==> src/rtl/irqc_pkg.sv <==
package irqc_pkg;

    localparam int DATA_W = 32;
    localparam int ADDR_W = 5;

    typedef enum logic [2:0] {
        SEL_STATUS  = 3'd0,
        SEL_PENDING = 3'd1,
        SEL_ENABLE  = 3'd2,
        SEL_ACK     = 3'd3,
        SEL_SETEN   = 3'd4,
        SEL_CLREN   = 3'd5,
        SEL_VECTOR  = 3'd6,
        SEL_MASTER  = 3'd7
    } reg_sel_e;

    typedef struct packed {
        logic hw_en;
        logic run;
    } master_t;

    typedef struct packed {
        logic en_load;
        logic en_set;
        logic en_clr;
        logic ack;
        logic master;
    } wr_strobe_t;

    function automatic reg_sel_e decode_sel(input logic [ADDR_W-1:0] a);
        return reg_sel_e'(a[4:2]);
    endfunction

    function automatic wr_strobe_t decode_write(input logic we, input logic [ADDR_W-1:0] a);
        wr_strobe_t s;
        s = '0;
        if (we && a[1:0] == 2'b00) begin
            unique case (decode_sel(a))
                SEL_ENABLE: s.en_load = 1'b1;
                SEL_SETEN:  s.en_set  = 1'b1;
                SEL_CLREN:  s.en_clr  = 1'b1;
                SEL_ACK:    s.ack     = 1'b1;
                SEL_MASTER: s.master  = 1'b1;
                default:    s = '0;
            endcase
        end
        return s;
    endfunction

endpackage

==> src/rtl/irqc_capture.sv <==
module irqc_capture #(
    parameter int          NUM_IN    = 8,
    parameter logic [31:0] EDGE_MASK = 32'h0000_00F0
) (
    input  logic              clk,
    input  logic              rst,
    input  logic [NUM_IN-1:0] irq_in,
    input  logic [NUM_IN-1:0] ack_mask,
    output logic [NUM_IN-1:0] status,
    output logic [NUM_IN-1:0] event_hit
);

    for (genvar i = 0; i < NUM_IN; i++) begin : g_line
        if (EDGE_MASK[i]) begin : g_edge
            logic prev;
            always_ff @(posedge clk) begin
                if (rst) prev <= 1'b0;
                else     prev <= irq_in[i];
            end
            assign event_hit[i] = irq_in[i] & ~prev;
        end else begin : g_level
            assign event_hit[i] = irq_in[i];
            // a high level line is latched at every edge
            p_level_relatch_r6: assert property (@(posedge clk) disable iff (rst)
                irq_in[i] |=> status[i]);
        end
    end

    always_ff @(posedge clk) begin
        if (rst) status <= '0;
        else     status <= (status & ~ack_mask) | event_hit;
    end

    // without an acknowledge no latched bit drops
    p_hold_without_ack_r5: assert property (@(posedge clk) disable iff (rst)
        (ack_mask == '0) |=> ((status & $past(status)) == $past(status)));

    // a fresh event survives a simultaneous acknowledge
    p_event_wins_r10: assert property (@(posedge clk) disable iff (rst)
        (ack_mask != '0) |=> ((status & $past(event_hit)) == $past(event_hit)));

endmodule

==> src/rtl/irqc_regfile.sv <==
module irqc_regfile
    import irqc_pkg::*;
#(
    parameter int NUM_IN = 8
) (
    input  logic              clk,
    input  logic              rst,
    input  logic [ADDR_W-1:0] addr,
    input  logic              wr_en,
    input  logic [DATA_W-1:0] wr_data,
    input  logic              rd_en,
    input  logic [NUM_IN-1:0] status,
    input  logic [DATA_W-1:0] vector,
    output logic [DATA_W-1:0] rd_data,
    output logic [NUM_IN-1:0] enable,
    output master_t           master,
    output logic [NUM_IN-1:0] ack_mask
);

    wr_strobe_t        strobe;
    logic [NUM_IN-1:0] wmask;
    logic [DATA_W-1:0] status_w, enable_w, pend_w;
    logic [DATA_W-1:0] rd_mux;

    assign strobe   = decode_write(wr_en, addr);
    assign wmask    = wr_data[NUM_IN-1:0];
    assign ack_mask = strobe.ack ? wmask : '0;

    always_ff @(posedge clk) begin
        if (rst) begin
            enable <= '0;
        end else if (strobe.en_load) begin
            enable <= wmask;
        end else if (strobe.en_set) begin
            enable <= enable | wmask;
        end else if (strobe.en_clr) begin
            enable <= enable & ~wmask;
        end
    end

    always_ff @(posedge clk) begin
        if (rst)                master <= '0;
        else if (strobe.master) master <= master_t'(wr_data[1:0]);
    end

    always_comb begin
        status_w = '0;
        enable_w = '0;
        status_w[NUM_IN-1:0] = status;
        enable_w[NUM_IN-1:0] = enable;
        pend_w   = status_w & enable_w;
    end

    always_comb begin
        unique case (decode_sel(addr))
            SEL_STATUS:  rd_mux = status_w;
            SEL_PENDING: rd_mux = pend_w;
            SEL_ENABLE:  rd_mux = enable_w;
            SEL_VECTOR:  rd_mux = vector;
            SEL_MASTER:  rd_mux = {{(DATA_W-2){1'b0}}, master};
            default:     rd_mux = '0;
        endcase
    end

    always_ff @(posedge clk) begin
        if (rst)        rd_data <= '0;
        else if (rd_en) rd_data <= rd_mux;
    end

    // set-enable turns on every masked bit
    p_set_enable_r2: assert property (@(posedge clk) disable iff (rst)
        strobe.en_set |=> ((enable & $past(wmask)) == $past(wmask)));

    // clear-enable turns off every masked bit
    p_clr_enable_r2: assert property (@(posedge clk) disable iff (rst)
        strobe.en_clr |=> ((enable & $past(wmask)) == '0));

    // enable bits change only through the enable-related writes
    p_enable_stable_r3: assert property (@(posedge clk) disable iff (rst)
        !(strobe.en_load || strobe.en_set || strobe.en_clr) |=> $stable(enable));

endmodule

==> src/rtl/irqc_prio.sv <==
module irqc_prio
    import irqc_pkg::*;
#(
    parameter int NUM_IN = 8
) (
    input  logic [NUM_IN-1:0] pending,
    output logic [DATA_W-1:0] vector,
    output logic              any
);

    always_comb begin
        vector = '1;
        for (int i = NUM_IN - 1; i >= 0; i--) begin
            if (pending[i]) vector = DATA_W'(i);
        end
    end

    assign any = |pending;

endmodule

==> src/rtl/irqc_top.sv <==
module irqc_top
    import irqc_pkg::*;
#(
    parameter int          NUM_IN    = 8,
    parameter logic [31:0] EDGE_MASK = 32'h0000_00F0
) (
    input  logic              clk,
    input  logic              rst,
    input  logic [NUM_IN-1:0] irq_in,
    input  logic [4:0]        addr,
    input  logic              wr_en,
    input  logic [31:0]       wr_data,
    input  logic              rd_en,
    output logic [31:0]       rd_data,
    output logic              irq_out
);

    logic [NUM_IN-1:0] status, event_hit, enable, ack_mask, pending;
    logic [DATA_W-1:0] vector;
    logic              any_pend;
    master_t           master;

    irqc_capture #(.NUM_IN(NUM_IN), .EDGE_MASK(EDGE_MASK)) u_capture (
        .clk(clk), .rst(rst), .irq_in(irq_in), .ack_mask(ack_mask),
        .status(status), .event_hit(event_hit)
    );

    irqc_regfile #(.NUM_IN(NUM_IN)) u_regs (
        .clk(clk), .rst(rst), .addr(addr), .wr_en(wr_en), .wr_data(wr_data),
        .rd_en(rd_en), .status(status), .vector(vector), .rd_data(rd_data),
        .enable(enable), .master(master), .ack_mask(ack_mask)
    );

    assign pending = status & enable;

    irqc_prio #(.NUM_IN(NUM_IN)) u_prio (
        .pending(pending), .vector(vector), .any(any_pend)
    );

    assign irq_out = any_pend & master.run & master.hw_en;

    // a request needs both master bits
    p_irq_needs_master_r8: assert property (@(posedge clk) disable iff (rst)
        irq_out |-> (master.run && master.hw_en));

    // the vector names a pending line with no lower pending line
    p_vector_lowest_r9: assert property (@(posedge clk) disable iff (rst)
        any_pend |-> (pending[vector[4:0]] &&
                      ((pending & ((NUM_IN'(1) << vector[4:0]) - NUM_IN'(1))) == '0)));

    // nothing pending gives an all-ones vector
    p_vector_idle_r9: assert property (@(posedge clk) disable iff (rst)
        !any_pend |-> (vector == '1));

endmodule

==> config.mk <==
export PLATFORM = sky130hd
export DESIGN_NAME = irqc_top
export DESIGN_NICKNAME = d
export VERILOG_FILES = /design/src/rtl/irqc_pkg.sv /design/src/rtl/irqc_capture.sv /design/src/rtl/irqc_regfile.sv /design/src/rtl/irqc_prio.sv /design/src/rtl/irqc_top.sv
export SDC_FILE = /design/constraint.sdc
export NUM_CORES = 1
export LEC_CHECK = 0
export BUFFER_PORTS_ARGS = -buffer_cell sky130_fd_sc_hd__buf_2
export CORE_ASPECT_RATIO = 1.4
export CORE_MARGIN = 3
export CORE_UTILIZATION = 25
export DETAILED_ROUTE_END_ITERATION = 10
export GPL_TIMING_DRIVEN = 1
export HOLD_SLACK_MARGIN = 0.06
export REMOVE_ABC_BUFFERS = 1
export SETUP_SLACK_MARGIN = 0.3
export SYNTH_ARGS = -nofsm -noshare
export SYNTH_HDL_FRONTEND = slang
export SYNTH_SLANG_ARGS = --single-unit
==> constraint.sdc <==
create_clock -name clk -period 1.55 [get_ports clk]
set_input_delay 0.155 -clock clk [delete_from_list [all_inputs] [get_ports clk]]
set_output_delay 0.155 -clock clk [all_outputs]
set_load 0.02 [all_outputs]
==> flow_summary.json <==
{
  "antenna_left": 0,
  "io_buffers": 57,
  "cts_buffer_depth": 2,
  "synth_ff_type": "dfxtp_1",
  "hp-class": "in2reg",
  "synthAdderAreaFrac_pct": 0,
  "hold_viol_final": 0,
  "ys_top_cells_by_count": "31 x dfxtp_1, 23 x buf_4, 19 x nand2_1, 19 x nor2_1, 18 x a21oi_1",
  "vias_per_cell": 4.672,
  "synth_top_area_cell": "dfxtp_1",
  "drtIter0Drc": 45,
  "powerDensity_nw_per_um2": 816.4,
  "yosys.area_share.xor_xnor_pct": 0,
  "slew_viol_final": 0,
  "cts_tree": "yes",
  "path_max_fanout": 2,
  "root_buffer": "clkbuf_8",
  "synth.most_common_cell": "dfxtp_1",
  "synth_compound_area_share_pct": 25.68,
  "critPathCaptureType": "output port",
  "synth_edf_count": 0,
  "dieArea_um2": 8072,
  "required_ns": 1.39,
  "wl_per_cell_um": 13.52,
  "fmax_mhz": 581.1,
  "layout_setup_ws_ns": -0.1707,
  "firstDrtPassIters": 4,
  "grt_pass1_wl_mm": 7.907,
  "clkLatencyLatePin_ns": 0.29,
  "fillers": 739,
  "syn_area_per_cell_um2": 8.010,
  "area_delta_synth_final_pct": 28.96,
  "synth_top_family_by_area": "compound AO/OA/AOI/OAI gates",
  "antenna_found_initial": 0,
  "dpl_cell_area_um2": 2037,
  "final.min_clock_period_ns": 1.721,
  "ios": 82,
  "clock_sinks": 31,
  "grt_pass1_vias": 1658,
  "synth_seq_area_share_pct": 35.38,
  "design.core.area_um2": 6700,
  "muxShareOfSynthArea_pct": 1.141,
  "min_period_over_period_pct": 111.0,
  "drc_errors": 0,
  "worstPathArrival_ns": 1.57,
  "clkTransAtPathRegs_ns": 0.07,
  "start_kind": "flop",
  "ys_ff_latch": 31,
  "wl_met1_mm": 1.983,
  "routabilityCongestion": 0.7523,
  "fp.dieH_um": 105.1,
  "num-nets-final": 319,
  "relSlewSlack_pct": 59.65,
  "synth_cell_types": 38,
  "synth.area.top_cells": "dfxtp_1 35%, buf_4 9.8%, a21oi_1 5.1%, nor2b_1 5.0%, nand2_1 4.1%",
  "crit_type": "reg2out",
  "skew_ns": 0.002418,
  "hpwlAfterDp_mm": 3.622,
  "vias": 1696,
  "wl_met3_um": 160,
  "p_leak_uw": 0.0009578,
  "rows": 35,
  "design_area_um2": 2262,
  "worst_pin_slew_ns": 0.6053,
  "maxCapViolCount": 0,
  "finalPower_uw": 1847,
  "synth_top_area_share_pct": 35.38,
  "violations": "negative setup slack",
  "drive_above_1_share_pct": 38.01,
  "cts_inserted_buffers": 5,
  "ir_drop_uv": 408.1,
  "grt_max_degree": 32,
  "rsz0062_at_grt": "yes",
  "yosys.area_share.simple_pct": 22.75,
  "diodes": 0,
  "die_w_um": 76.80,
  "ys_warn_count": 0,
  "status": "finished with violations",
  "wl_mm": 4.906,
  "synth_area_um2": 1754,
  "finalSetupViolCount": 1,
  "h-tree-depth": 2,
  "synth_cells": 219,
  "async_reset_ff_share_pct": 0,
  "cts_hold_buf": 0,
  "highest_layer": "met4",
  "grt_util_all_layers_pct": 12.13,
  "start_util_pct": 26.18,
  "wl_met2_mm": 2.580,
  "overflow": 0
}
-- layer usage --
metal / global-route usage (%) / up-vias
met4: 7.383 / 0
li1: - / 857
met5: 0 / -
met1: 13.09 / 772
met2: 21.26 / 49
met3: 2.672 / 18
-- final timing paths --
kind | start | endpoint | slack, ns | cells after the start
worst max-delay path | u_capture.status[1]$_SDFF_PP0_ | irq_out | -0.17 | 5
worst min-delay path | irq_in[1] | u_capture.status[1]$_SDFF_PP0_ | 0.07 | 3
worst min register to register | flop | flop | 0.50 | 2
worst max register to register | u_capture.status[1]$_SDFF_PP0_ | u_regs.rd_data[2]$_SDFFE_PP0P_ | 0.01 | 8
-- area by class of cell --
class                   instances  area, µm²  share of cell area, %
inverters                       9      33.78                  1.493
clock inverters                 1      7.507                 0.3319
repair buffers                 78      471.7                  20.85
clock buffers                   7      96.34                  4.259
multi-input cells             145      907.1                  40.10
flip-flops and latches         31      630.6                  27.88
well taps                      92      115.1                  5.088
-- where the power goes --
group          internal, µW  switching (µW)  leakage [µW]
Sequential              825            22.1      0.000256
Combinational           112             158      0.000651
Clock                   404             325     0.0000505
-- critical path: stages, from the launching register on --
cell      delay (ns)
dfxtp_2         0.32
a222oi_1        0.39
and3_1          0.26
buf_6           0.11
a21oi_2         0.04
buf_4           0.15
-- per-stage QoR --
stage          cells  TNS, ns  worst slack, ns  hold slack [ns]  utilization (%)
6_report         363  -0.1707          -0.1707          0.07457            33.76
5_1_grt          363  -0.3656          -0.2446          0.08471            33.76
4_1_cts          362  -0.1692          -0.1692          0.07491            33.22
3_5_place_dp     349        0          0.06578           0.3752            30.40
3_3_place_gp     349        0          0.09035           0.3623            30.40
2_1_floorplan    185   -49.68           -2.201           0.2241                -
-- what timing repair did --
item	in CTS	in global routing
endpoints found under the setup margin	33	33
gates resized for setup	17	8
pin swaps	7	6
buffers inserted	5	1
-- cells in the final DEF, fill, tap and decap left out, types with 2 or more instances in the layout --
cell	instances
o311a_1	4
inv_1	9
nand3_1	6
buf_4	15
dfxtp_2	5
nor2_1	19
nand2_1	19
a21o_1	3
a31oi_1	5
a221oi_2	3
o21ai_0	10
buf_6	7
o21ai_1	2
nand4_1	2
buf_2	56
a21oi_1	17
clkbuf_8	7
nor2b_1	14
dfxtp_1	25
mux2i_1	2
o211ai_1	5
nand2b_1	9
a221oi_1	4
-- cells by family after synthesis --
logic type	count (synthesis)
buf+inv	43
mux	2
simple gates	78
compound gates	65
flops	31
(Power assumes the default switching activity.)
